--- config.mk ---
export PLATFORM = sky130hd
export DESIGN_NAME = rx_term_ctrl
export DESIGN_NICKNAME = d
export VERILOG_FILES = /design/src/rtl/rxd_pkg.sv /design/src/rtl/rxd_mode_sel.sv /design/src/rtl/rxd_pd_filter.sv /design/src/rtl/rxd_chan_fsm.sv /design/src/rtl/rx_term_ctrl.sv
export SDC_FILE = /design/constraint.sdc
export NUM_CORES = 1
export LEC_CHECK = 0
export BUFFER_PORTS_ARGS = -buffer_cell sky130_fd_sc_hd__buf_2
export CAP_MARGIN = 10
export CORE_ASPECT_RATIO = 0.6
export CORE_MARGIN = 3
export CORE_UTILIZATION = 30
export DETAILED_ROUTE_END_ITERATION = 10
export GPL_ROUTABILITY_DRIVEN = 0
export HOLD_SLACK_MARGIN = 0.15
export MAX_ROUTING_LAYER = met4
export PLACE_DENSITY_LB_ADDON = 0.08
export SETUP_SLACK_MARGIN = 0.1
export SYNTH_ARGS = -nofsm -noshare
export SYNTH_HDL_FRONTEND = slang
export SYNTH_SLANG_ARGS = --single-unit
--- constraint.sdc ---
create_clock -name clk -period 2.7 [get_ports clk]
set_input_delay 0.27 -clock clk [delete_from_list [all_inputs] [get_ports clk]]
set_output_delay 0.27 -clock clk [all_outputs]
set_load 0.03 [all_outputs]
--- src/rtl/rxd_pkg.sv ---
package rxd_pkg;

  typedef enum logic [1:0] {
    TERM_OPEN     = 2'b00,
    PROBE_CAPPED  = 2'b01,
    PROBE_ENDLESS = 2'b10,
    TERM_FIXED    = 2'b11
  } term_mode_e;

  // Modes in which the far-end receiver is probed.
  function automatic logic mode_probes(input term_mode_e m);
    return (m == PROBE_CAPPED) || (m == PROBE_ENDLESS);
  endfunction

  // Termination decision for one channel.
  function automatic logic term_decision(input term_mode_e m, input logic det,
                                         input logic pd);
    if (pd) return 1'b0;
    return (m == TERM_FIXED) || (mode_probes(m) && det);
  endfunction

endpackage

--- src/rtl/rxd_mode_sel.sv ---
module rxd_mode_sel #(
  parameter int NUM_CH = 2
) (
  input  logic [1:0]          pin_mode,
  input  logic                mode_override,
  input  logic [2*NUM_CH-1:0] reg_mode,
  output logic [2*NUM_CH-1:0] eff_mode
);

  for (genvar ch = 0; ch < NUM_CH; ch++) begin : g_sel
    assign eff_mode[2*ch +: 2] = mode_override ? reg_mode[2*ch +: 2] : pin_mode;
  end

endmodule

--- src/rtl/rxd_pd_filter.sv ---
module rxd_pd_filter #(
  parameter int PD_MIN_CYCLES = 250
) (
  input  logic clk,
  input  logic rst_n,
  input  logic pwdn,
  output logic pd_rearm
);

  localparam int CW = $clog2(PD_MIN_CYCLES + 1);

  logic [CW-1:0] width_q;

  always_ff @(posedge clk or negedge rst_n) begin
    if (!rst_n)
      width_q <= '0;
    else if (!pwdn)
      width_q <= '0;
    else if (width_q != CW'(PD_MIN_CYCLES))
      width_q <= width_q + CW'(1);
  end

  // High from the cycle after the pulse has lasted long enough until release.
  assign pd_rearm = (width_q == CW'(PD_MIN_CYCLES));

  assert_rearm_after_pd_R9: assert property (@(posedge clk) disable iff (!rst_n)
    pd_rearm |-> $past(pwdn));

endmodule

--- src/rtl/rxd_chan_fsm.sv ---
module rxd_chan_fsm
  import rxd_pkg::*;
#(
  parameter int PROBE_INTERVAL = 600000,
  parameter int MAX_PROBES     = 50
) (
  input  logic       clk,
  input  logic       rst_n,
  input  logic [1:0] mode_i,
  input  logic       pwdn,
  input  logic       pd_rearm,
  input  logic       det_valid,
  input  logic       det_hit,
  output logic       probe_req,
  output logic       term_50,
  output logic       drv_en
);

  localparam int TW = (PROBE_INTERVAL > 2) ? $clog2(PROBE_INTERVAL) : 1;
  localparam int AW = $clog2(MAX_PROBES + 1);

  term_mode_e    mode;
  logic [1:0]    mode_q;
  logic [TW-1:0] tick_q;
  logic [AW-1:0] tries_q;
  logic          det_q;

  logic mode_chg, budget_left, running, tick_wrap, det_event, clear_all;

  assign mode        = term_mode_e'(mode_i);
  assign mode_chg    = (mode_i != mode_q);
  assign clear_all   = mode_chg || pd_rearm;
  assign budget_left = (mode == PROBE_ENDLESS) || (tries_q < AW'(MAX_PROBES));
  assign running     = mode_probes(mode) && !pwdn && !det_q && !clear_all && budget_left;
  assign tick_wrap   = (tick_q == TW'(PROBE_INTERVAL - 1));
  assign det_event   = det_valid && det_hit && mode_probes(mode) && !pwdn && !clear_all;

  always_ff @(posedge clk or negedge rst_n) begin
    if (!rst_n) begin
      mode_q  <= 2'b00;
      tick_q  <= '0;
      tries_q <= '0;
      det_q   <= 1'b0;
    end else begin
      mode_q <= mode_i;
      if (clear_all) begin
        tick_q  <= '0;
        tries_q <= '0;
        det_q   <= 1'b0;
      end else begin
        if (det_event) det_q <= 1'b1;
        if (!running) begin
          tick_q <= '0;
        end else if (tick_wrap) begin
          tick_q <= '0;
          if (mode == PROBE_CAPPED) tries_q <= tries_q + AW'(1);
        end else begin
          tick_q <= tick_q + TW'(1);
        end
      end
    end
  end

  assign probe_req = running && tick_wrap;
  assign term_50   = term_decision(mode, det_q, pwdn);
  assign drv_en    = !pwdn;

  assert_open_quiet_R1: assert property (@(posedge clk) disable iff (!rst_n)
    (mode == TERM_OPEN) |-> (!term_50 && !probe_req));
  assert_fixed_on_R2: assert property (@(posedge clk) disable iff (!rst_n)
    (mode == TERM_FIXED && !pwdn) |-> (term_50 && !probe_req));
  assert_single_pulse_R3: assert property (@(posedge clk) disable iff (!rst_n)
    probe_req |=> !probe_req);
  assert_cap_R4: assert property (@(posedge clk) disable iff (!rst_n)
    tries_q <= AW'(MAX_PROBES));
  assert_latch_hold_R6: assert property (@(posedge clk) disable iff (!rst_n)
    (det_q && !clear_all) |=> det_q);
  assert_pd_quiet_R8: assert property (@(posedge clk) disable iff (!rst_n)
    pwdn |-> (!term_50 && !probe_req));
  assert_mode_clear_R10: assert property (@(posedge clk) disable iff (!rst_n)
    mode_chg |=> (tries_q == '0 && !det_q));

endmodule

--- src/rtl/rx_term_ctrl.sv ---
module rx_term_ctrl #(
  parameter int NUM_CH         = 2,
  parameter int PROBE_INTERVAL = 600000,
  parameter int MAX_PROBES     = 50,
  parameter int PD_MIN_CYCLES  = 250
) (
  input  logic                clk,
  input  logic                rst_n,
  input  logic [1:0]          pin_mode,
  input  logic                mode_override,
  input  logic [2*NUM_CH-1:0] reg_mode,
  input  logic                pwdn,
  input  logic [NUM_CH-1:0]   detect_valid,
  input  logic [NUM_CH-1:0]   detect_hit,
  output logic [NUM_CH-1:0]   probe_req,
  output logic [NUM_CH-1:0]   term_50,
  output logic [NUM_CH-1:0]   drv_en
);

  logic [2*NUM_CH-1:0] eff_mode;
  logic                pd_rearm;

  rxd_mode_sel #(.NUM_CH(NUM_CH)) u_sel (
    .pin_mode      (pin_mode),
    .mode_override (mode_override),
    .reg_mode      (reg_mode),
    .eff_mode      (eff_mode)
  );

  rxd_pd_filter #(.PD_MIN_CYCLES(PD_MIN_CYCLES)) u_pd (
    .clk      (clk),
    .rst_n    (rst_n),
    .pwdn     (pwdn),
    .pd_rearm (pd_rearm)
  );

  for (genvar ch = 0; ch < NUM_CH; ch++) begin : g_ch
    rxd_chan_fsm #(
      .PROBE_INTERVAL (PROBE_INTERVAL),
      .MAX_PROBES     (MAX_PROBES)
    ) u_fsm (
      .clk       (clk),
      .rst_n     (rst_n),
      .mode_i    (eff_mode[2*ch +: 2]),
      .pwdn      (pwdn),
      .pd_rearm  (pd_rearm),
      .det_valid (detect_valid[ch]),
      .det_hit   (detect_hit[ch]),
      .probe_req (probe_req[ch]),
      .term_50   (term_50[ch]),
      .drv_en    (drv_en[ch])
    );
  end

  assert_pd_drivers_off_R8: assert property (@(posedge clk) disable iff (!rst_n)
    pwdn |-> (drv_en == '0));
  assert_pd_no_term_R8: assert property (@(posedge clk) disable iff (!rst_n)
    pwdn |-> (term_50 == '0));

endmodule

* Yosys cells after proc, flatten, opt, wreduce, memory -nomap -nowiden
Index checks and enable logic that the tools add are counted.
Storage, ports and cells: bits in registers 66, bits of input ports 14, output and inout port bits 6, logic and storage cells 98
Operators by class: $add $sub $neg 5, magnitude comparators 2, equal/unequal tests 13, mux-type cells 26, reductions and logical operators 43
Operators with widths (count):
- 2-to-1 mux 20 bit | 6
- 2-to-1 mux 6 bit | 8
- adder 20 x 1 -> 20 bit, second input constant | 2
- equality test 20 bit, second input constant | 2
- logical AND 1 bit | 20
- 2-to-1 mux 8 bit | 2
- nonzero test 2 bit | 8
- adder 6 x 1 -> 6 bit, second input constant | 2
- less-than comparator 6 bit, second input constant | 2
- adder 8 x 1 -> 8 bit, second input constant | 1
- equality test 2 bit, second input constant | 4
- equality test 8 bit, second input constant | 1
- logical OR 1 bit | 8
- 2-to-1 mux 1 bit | 8
- != test 8 bit, second input constant | 1
- AND reduction 3 bit | 2
- zero test 1 bit | 5
- equality test 2 x 1 -> 1 bit, second input constant | 2
- 2-to-1 mux 2 bit | 2
- != test 2 bit | 2
- != test 2 x 1 -> 1 bit, second input constant | 1

* Logic depth before layout (Yosys ltp)
Gate-level depths: netlist of run 1.
depth after elaboration 9, gate-level depth with buffers 11, gate-level depth less buffers 8

* Cells and area by module
From an unflattened synthesis of run 1, not the netlist that was laid out.
Second synthesis, totals: cell total of the unflattened synthesis 370, area, all modules 3604.7 um^2
By module, submodules not included:
- rxd_chan_fsm at g_ch[0].u_fsm | instances 1, cells an instance 167, area an instance 1601.5 um^2, seq. area each 725.7 um^2
- rxd_chan_fsm at g_ch[1].u_fsm | instances 1, cells an instance 159, area an instance 1542.7 um^2, seq. area each 725.7 um^2
- rxd_pd_filter | instances 1, cells an instance 40, area an instance 415.4 um^2, seq. area each 200.2 um^2
- rxd_mode_sel | instances 1, cells an instance 4, area an instance 45.0 um^2, seq. area each 0.0 um^2

* Worst setup path before layout of run 1
Ideal clock, no wire load.
path kind input-to-reg, start input port mode_override, end register g_ch[1].u_fsm.tick_q[12], setup time 0.069 ns, data arrival time 2.348 ns, data required time 2.631 ns, setup slack 0.283 ns, cell stages on the path 11, path buffers 3, cell sequence buf_6 mux2i_4 inv_1 ha_1 nor3_1 o31a_1 or4b_4 nand2b_1 buf_6 buf_12 nor2_4
On the way: longest elaborated chain between the ends 9, elaborated cells between the ends (all ways) 14, classes of those cells eq/ne (3); mux (3); reduce/logical (8)
RTL lines:
- start, declared | line rx_term_ctrl.sv:10 | input logic mode_override,
- 2-to-1 mux 2 bit (*) | line rxd_mode_sel.sv:11 | assign eff_mode[2*ch +: 2] = mode_override ? reg_mode[2*ch +: 2] : pin_mode;
- named net eff_mode[3] | line rx_term_ctrl.sv:20 | logic [2*NUM_CH-1:0] eff_mode;
- equality test 2 x 1 -> 1 bit / equality test 2 bit (equally long branches) | line rxd_pkg.sv:12, rxd_chan_fsm.sv:33
- logical OR 1 bit | line rxd_pkg.sv:12 | return (m == PROBE_CAPPED) || (m == PROBE_ENDLESS);
- logical AND 1 bit (4 in a row) | line rxd_chan_fsm.sv:34 | assign running = mode_probes(mode) && !pwdn && !det_q && !clear_all && budget_left;
- 2-to-1 mux 20 bit | line rxd_chan_fsm.sv:52 | if (!running) begin
- 2-to-1 mux 20 bit (*) | line rxd_chan_fsm.sv:46 | if (clear_all) begin
- end signal, assigned | line rxd_chan_fsm.sv:58 | tick_q <= tick_q + TW'(1);
- end, declared | line rxd_chan_fsm.sv:24 | logic [TW-1:0] tick_q;
The timed path passes the listed nets; every way through them passes the cells marked *. A chain may end at the register's enable or synchronous reset.

* Worst setup path after layout of run 1
start input port mode_override, end output port probe_req[1]
On the way: longest elaborated chain between the ends 8, elaborated cells between the ends (all ways) 13, classes of those cells eq/ne (3); mux (1); reduce/logical (9)
RTL lines:
- 2-to-1 mux 2 bit (*) | line rxd_mode_sel.sv:11
- named net eff_mode[3] | line rx_term_ctrl.sv:20
- equality test 2 x 1 -> 1 bit / equality test 2 bit (equally long branches) | line rxd_pkg.sv:12, rxd_chan_fsm.sv:33
- logical OR 1 bit | line rxd_pkg.sv:12
- logical AND 1 bit (3 in a row) | line rxd_chan_fsm.sv:34
- logical AND 1 bit (*) | line rxd_chan_fsm.sv:34
- logical AND 1 bit (*) | line rxd_chan_fsm.sv:64 | assign probe_req = running && tick_wrap;
- end, declared | line rx_term_ctrl.sv:15 | output logic [NUM_CH-1:0] probe_req,
Marks and branches as above.

==> metrics.md, run 1 <==
| Metric | Value |
|---|---|
| Status | `finished, final reports clean` |
| Std cell rows | `30` |
| Post-synthesis sequential area ratio | `46.6%` |
| Die Y | `90.2 microns` |
| Main synth FF type | `dfrtp_1` |
| Seq cells post-synth | `66` |
| WP data arrival | `2.17 ns` |
| First-pass GRT wire length | `12500 microns` |
| Die area | `13200 sq um` |
| CP top delay family | `simple AND/OR/NAND/NOR gates` |
| Most frequent cells in the layout | `dfrtp_1, nor2_1, xor2_1, nand2_1, nand3_1` |
| CP peak stage delay | `0.49 ns` |
| Fin. max-slew vios | `0` |
| Multi-input logic area | `1760 sq um` |
| Fillcell total | `1167` |
| Mapped Nets | `385` |
| Layout area overhead | `16.6%` |
| Largest net degree at the start of global routing | `42` |
| CP Cell Sequence | `buf_4 -> mux2i_4 -> inv_1 -> ha_1 -> nor3_2 -> o31a_1 -> or4b_4 -> nor2_1 -> buf_4` |
| Crit-path slowest cell | `or4b_4` |
| Most frequent CP cell | `buf_4` |
| Synth Instances | `359` |
| Final setup viols | `0` |
| Final critical-path required period | `2.44 ns` |
| Clock tree buffer depth | `2` |
| Fin cells | `550` |
| TritonCTS Buffers | `9` |
| Setup bufs post-CTS | `0` |
| Core area | `11400 sq um` |
| Netlist cell types | `38` |
| Final Hold Slack | `0.233 ns` |
| Post-synth ARST share | `100%` |
| Post-synth EDFFs | `0` |
| H-Tree Depth | `3` |
| FMAX | `410 MHz` |
| Remaining routing DRC violations | `0` |
| Share of layout cells above drive strength 1 | `15.9%` |
| I/O pins | `20` |
| Worst setup EP type | `primary output` |
| Leak Pwr | `1.66 nW` |
| DR WL/cell | `12.8 microns` |
| Max VDD drop | `0.270 mV` |
| CP required | `2.43 ns` |
| Vias in the first global route | `2491` |
| Drt initial violations | `133` |
| Total number of vias | `2486` |
| Critical path class | `in2out` |
| Via density | `4.52` |
| Initial Util | `31.1%` |
| RSZ-0062 raised after global routing | `false` |
| Synthesis warning total | `0` |
| Nets@finish | `411` |
| Detail Route Antenna Nets | `0` |
| Final number of hold-violating endpoints | `0` |
| Avg Inst Size Synth | `9.88 sq um` |
| DP Wirelength | `5030 microns` |
| GR Overflow Total | `0` |
| DRT Pass-1 Iters | `4` |
| Max cap viols | `0` |
| Worst-margin pin slew | `0.645 ns` |
| Slew margin rel. | `56.7%` |
| Setup Skew | `0.00476 ns` |
| Clock sinks | `66` |
| Min-Delay Path Class | `in2reg` |
| Tot GR Track Use | `12.2%` |
| Total negative setup slack | `0 ns` |
| Antenna Cells | `0` |
| Storage cell area | `1650 sq um` |
| Placed insts | `533` |
| Period utilization | `90.3%` |
| CP max FO | `4` |
| Worst setup SP type | `input port` |
| Reg clk slew, reported paths | `0.05 ns` |
| Number of I/O port buffers | `19` |
| Final WL | `7040 microns` |
| Root Buffer | `clkbuf_16` |
| Pwr Density | `550 nW/um^2` |
| CTS tree | `built` |
| Commonest non-fill, non-tap cell in the layout | `dfrtp_1` |
| Die width | `146 microns` |
| Clk_lat worst skew | `0.33 ns` |
| Antenna violations before repair | `0` |
| Mapped Area | `3550 sq um` |
| WP buf/inv | `3` |
worst reg2reg max path, delay by kind of cell (launching register included):
family                   cells  cell delay, ns
AND/OR/NAND/NOR              4            1.40
flip-flops                   1            0.39
adder cells (fa/ha/maj)      1            0.24
AO/OA/AOI/OAI                1            0.14
cells by family (layout without fill, tap and decap cells):
group,after synthesis,count (layout),synth area share (%)
flip-flops,66,66,46.6
AND/OR/NAND/NOR,177,177,26.2
buffers and inverters,26,57,4.69
adder cells (fa/ha/maj),12,12,4.23
AO/OA/AOI/OAI,23,23,3.77
XOR/XNOR,48,48,11.9
multiplexers,7,7,2.72
per-layer routing:
layer,GRT usage (%),share of wire [%]
met5,-,0
met4,4.69,1.6
met1,18.6,57
met3,3.63,4.2
met2,14.6,37
stage by stage:
stage | utilization, % | cell area, sq um | worst slack (ns) | power [mW]
after floorplan | - | 3550 | 0.283 | 1.13
after global placement | 33.4 | 3810 | 0.0613 | 1.19
after detailed placement | 33.4 | 3810 | 0.0191 | 1.19
after CTS | 36.1 | 4120 | 0.0947 | 2.31
after global routing | 36.2 | 4140 | 0.112 | 2.38
final | 36.2 | 4140 | 0.262 | 2.27
cells in the mapped netlist (4+ instances only):
master / count / area [sq um]
nor4_1: 9 / 56.3
xnor2_1: 17 / 149
nor2_4: 8 / 90.1
nor2_1: 54 / 203
o21ai_0: 7 / 35.0
nand2_1: 27 / 101
dfrtp_1: 66 / 1650
nand3_1: 21 / 105
mux2i_1: 4 / 40.0
ha_1: 12 / 150
inv_1: 13 / 48.8
nor3_1: 12 / 60.1
buf_4: 6 / 45.0
buf_6: 4 / 45.0
or3_1: 11 / 68.8
xor2_1: 31 / 272
a21oi_1: 10 / 50.1
and3_1: 5 / 31.3
nand4_1: 14 / 87.6
final timing paths:
check                                        start                        to  slack [ns]  cells past startpoint
max                                  mode_override              probe_req[1]        0.26                      9
min                                  detect_hit[0]       g_ch[0].u_fsm.det_q        0.23                      3
max reg2reg                g_ch[0].u_fsm.tick_q[0]  g_ch[0].u_fsm.tries_q[3]        0.45                      6
min reg2reg                g_ch[0].u_fsm.tick_q[0]   g_ch[0].u_fsm.tick_q[0]        0.49                      1
max in group asynchronous                    rst_n   g_ch[0].u_fsm.tick_q[2]        1.55                      3
min in group asynchronous                    rst_n  g_ch[0].u_fsm.tick_q[18]        0.50                      2
layout make-up:
cell class / instances / share of cell area, %
clock buffer: 14 / 6.63
clock inverter: 2 / 0.242
tap: 160 / 4.84
inverter: 13 / 1.18
sequential: 66 / 39.9
multi-input combinational: 267 / 42.5
timing repair buffer: 28 / 4.72
registers in the layout, summed over array words and instances, names as in the netlist:
register,cells
u_pd.width_q,8
g_ch.u_fsm.tries_q,12
g_ch.u_fsm.det_q,2
g_ch.u_fsm.tick_q,40
g_ch.u_fsm.mode_q,4
power breakdown:
part | internal (mW) | total (mW) | switching [mW]
combinational | 0.0589 | 0.164 | 0.105
clock | 0.694 | 1.10 | 0.406
sequential | 1.00 | 1.01 | 0.00937
total | 1.75 | 2.27 | 0.520
timing repair:
action,CTS,global route
pin swaps,0,1
endpoints found under the setup margin,2,2
hold buffers,1,0
endpoints found under the hold margin,25,0
resized for setup,3,5
Note: power is estimated with default switching activity, not from simulation.
==> inputs of run 2 (changes only) <==
- clock period: 2.7 -> 2.6 ns (I/O delays scaled with it)
==> metrics.md, run 2 (synthesized netlist as in run 1, its figures left out) <==
| Metric | Value |
|---|---|
| Status | `finished, final reports clean` |
| Std cell rows | `30 (unchanged)` |
| Drt initial violations | `163 (+23%)` |
| Initial Util | `31.1% (unchanged)` |
| Root Buffer | `clkbuf_16` |
| Leak Pwr | `1.69 nW (+1.8%)` |
| Number of I/O port buffers | `19 (unchanged)` |
| Final WL | `7310 microns (+3.8%)` |
| Largest register by flop count | `g_ch.u_fsm.tick_q` |
| Max VDD drop | `0.296 mV (+9.6%)` |
| Antenna Cells | `0 (unchanged)` |
| Total negative setup slack | `0 ns (unchanged)` |
| Met1 WL | `4330 microns (+7.9%)` |
| Pwr Density | `554 nW/um^2 (+0.66%)` |
| Commonest non-fill, non-tap cell in the layout | `dfrtp_1` |
| Clk_lat worst skew | `0.32 ns (about the same)` |
| Top Metal Used | `met4` |
| Core area | `11400 sq um (unchanged)` |
| Die Y | `90.2 microns (unchanged)` |
| Total number of vias | `2526 (+1.6%)` |
| Max FFs per register | `40 (unchanged)` |
| Most frequent cells in the layout | `dfrtp_1, nor2_1, xor2_1, nand2_1, nand3_1` |
| Final Hold Slack | `0.215 ns (-0.0178 ns)` |
| Met2 WL | `2730 microns (+4.1%)` |
| Detail Route Antenna Nets | `0 (unchanged)` |
| First-pass GRT wire length | `12500 microns (about the same)` |
| Met3 wire length | `215 microns (-27%)` |
| TritonCTS Buffers | `9 (unchanged)` |
| FMAX | `415 MHz` |
| Setup Skew | `0.00717 ns (+0.00241 ns)` |
| Worst setup EP type | `primary output` |
| I/O pins | `20 (unchanged)` |
| Antenna violations before repair | `0 (unchanged)` |
| Clock tree buffer depth | `2 (unchanged)` |
| Fin. max-slew vios | `0 (unchanged)` |
| CP required | `2.34 ns (-0.09 ns)` |
| DP Wirelength | `5230 microns (+3.9%)` |
| Die area | `13200 sq um (unchanged)` |
| Largest net degree at the start of global routing | `39 (-7.1%)` |
| Slew margin rel. | `40.3% (-16 points)` |
| Final core utilization | `36.8% (+0.52 points)` |
| Vias in the first global route | `2463 (-1.1%)` |
| Worst setup SP type | `input port` |
| DRT Pass-1 Iters | `4 (unchanged)` |
| Placement Setup Slack | `0.0000286 ns (-0.0190 ns)` |
| GR Overflow Total | `0 (unchanged)` |
| WP data arrival | `2.15 ns (-0.02 ns)` |
| Reg clk slew, reported paths | `0.05 ns (about the same)` |
| H-Tree Depth | `3 (unchanged)` |
| Via density | `4.53 (+0.15%)` |
| Final critical-path required period | `2.41 ns` |
| Final number of hold-violating endpoints | `0 (unchanged)` |
| Die width | `146 microns (unchanged)` |
| Max cap viols | `0 (unchanged)` |
| Final setup viols | `0 (unchanged)` |
| CP max FO | `4 (unchanged)` |
| Share of layout cells above drive strength 1 | `18.6% (+2.7 points)` |
| Setup slack after layout | `0.189 ns (-0.0734 ns)` |
| Worst-margin pin slew | `0.895 ns (+0.251 ns)` |
| DR WL/cell | `13.1 microns (+2.4%)` |
| Layout area overhead | `18.2%` |
| Nets@finish | `422 (+2.7%)` |
| CTS tree | `built` |
| Remaining routing DRC violations | `0 (unchanged)` |
| Min-Delay Path Class | `in2reg` |
| Period utilization | `92.7%` |
| Fillcell total | `1181 (+1.2%)` |
| Top Registers | `g_ch.u_fsm.tick_q: 40 flops, g_ch.u_fsm.tries_q: 12 flops, u_pd.width_q: 8 flops` |
| RSZ-0062 raised after global routing | `false` |
| Clock sinks | `66 (unchanged)` |
| Critical path class | `in2out` |
| Tot GR Track Use | `12.2% (-0.029 points)` |
==> run 2: cell types whose count changed in the layout (fill, tap and decap cells not counted), sizes merged <==
cell / delta
buf: +10
clkinv: -2
==> run 2: through the flow <==
stage	power, mW	std cells	area (sq um)
after floorplan	1.18	359	3550
after global placement	1.25	541	3860
after detailed placement	1.24	541	3860
after CTS	2.36	556	4150
after global routing	2.44	558	4190
final	2.32	558	4190
==> run 2: routing by layer <==
metal	track usage [%]	vias to the layer above
li1	-	1292
met1	19.0	1198
met2	14.4	34
met3	3.63	2
met4	3.99	0
met5	-	-
==> run 2: worst paths after layout <==
check                                              from                  endpoint  slack [ns]  depth (start not counted)
worst max-delay path                      mode_override              probe_req[1]        0.19                          9
worst min-delay path                        reg_mode[3]   g_ch[1].u_fsm.mode_q[1]        0.21                          3
worst max register to register  g_ch[0].u_fsm.tick_q[6]  g_ch[0].u_fsm.tries_q[4]        0.39                          5
worst min register to register  g_ch[0].u_fsm.tick_q[0]   g_ch[0].u_fsm.tick_q[0]        0.49                          1
max in group asynchronous                         rst_n  g_ch[0].u_fsm.tries_q[5]        1.24                          3
min in group asynchronous                         rst_n  g_ch[0].u_fsm.tick_q[18]        0.61                          2
==> run 2: worst max-delay path, stage by stage <==
cell and delay [ns]:
clkbuf_4 0.15, mux2i_4 0.25, inv_2 0.07, ha_1 0.30, nor3_2 0.19, o31a_1 0.18
or4b_4 0.49, nor2_2 0.13, buf_6 0.14
==> run 2: repair_timing <==
| item | CTS | global route |
|---|---|---|
| endpoints found under the hold margin | 35 | 0 |
| buffers inserted | 1 | 2 |
| resized for setup | 4 | 9 |
| hold buffers | 1 | 0 |
| setup endpoints to repair | 2 | 2 |
| gates cloned | 0 | 0 |
==> run 2: area by class of cell <==
cell class	instances	area, sq um	share of cell area, %
multi-input combinational	267	1760	42.0
sequential	66	1650	39.4
clock buffer	13	260	6.21
tap	160	200	4.77
timing repair buffer	39	272	6.47
inverter	13	48.8	1.16
==> run 2: where the power goes <==
part	internal, mW	total, mW	leakage, nW	switching, mW
Sequential	1.04	1.05	0.910	0.00994
Clock	0.681	1.09	0.128	0.404
Combinational	0.0749	0.186	0.653	0.111
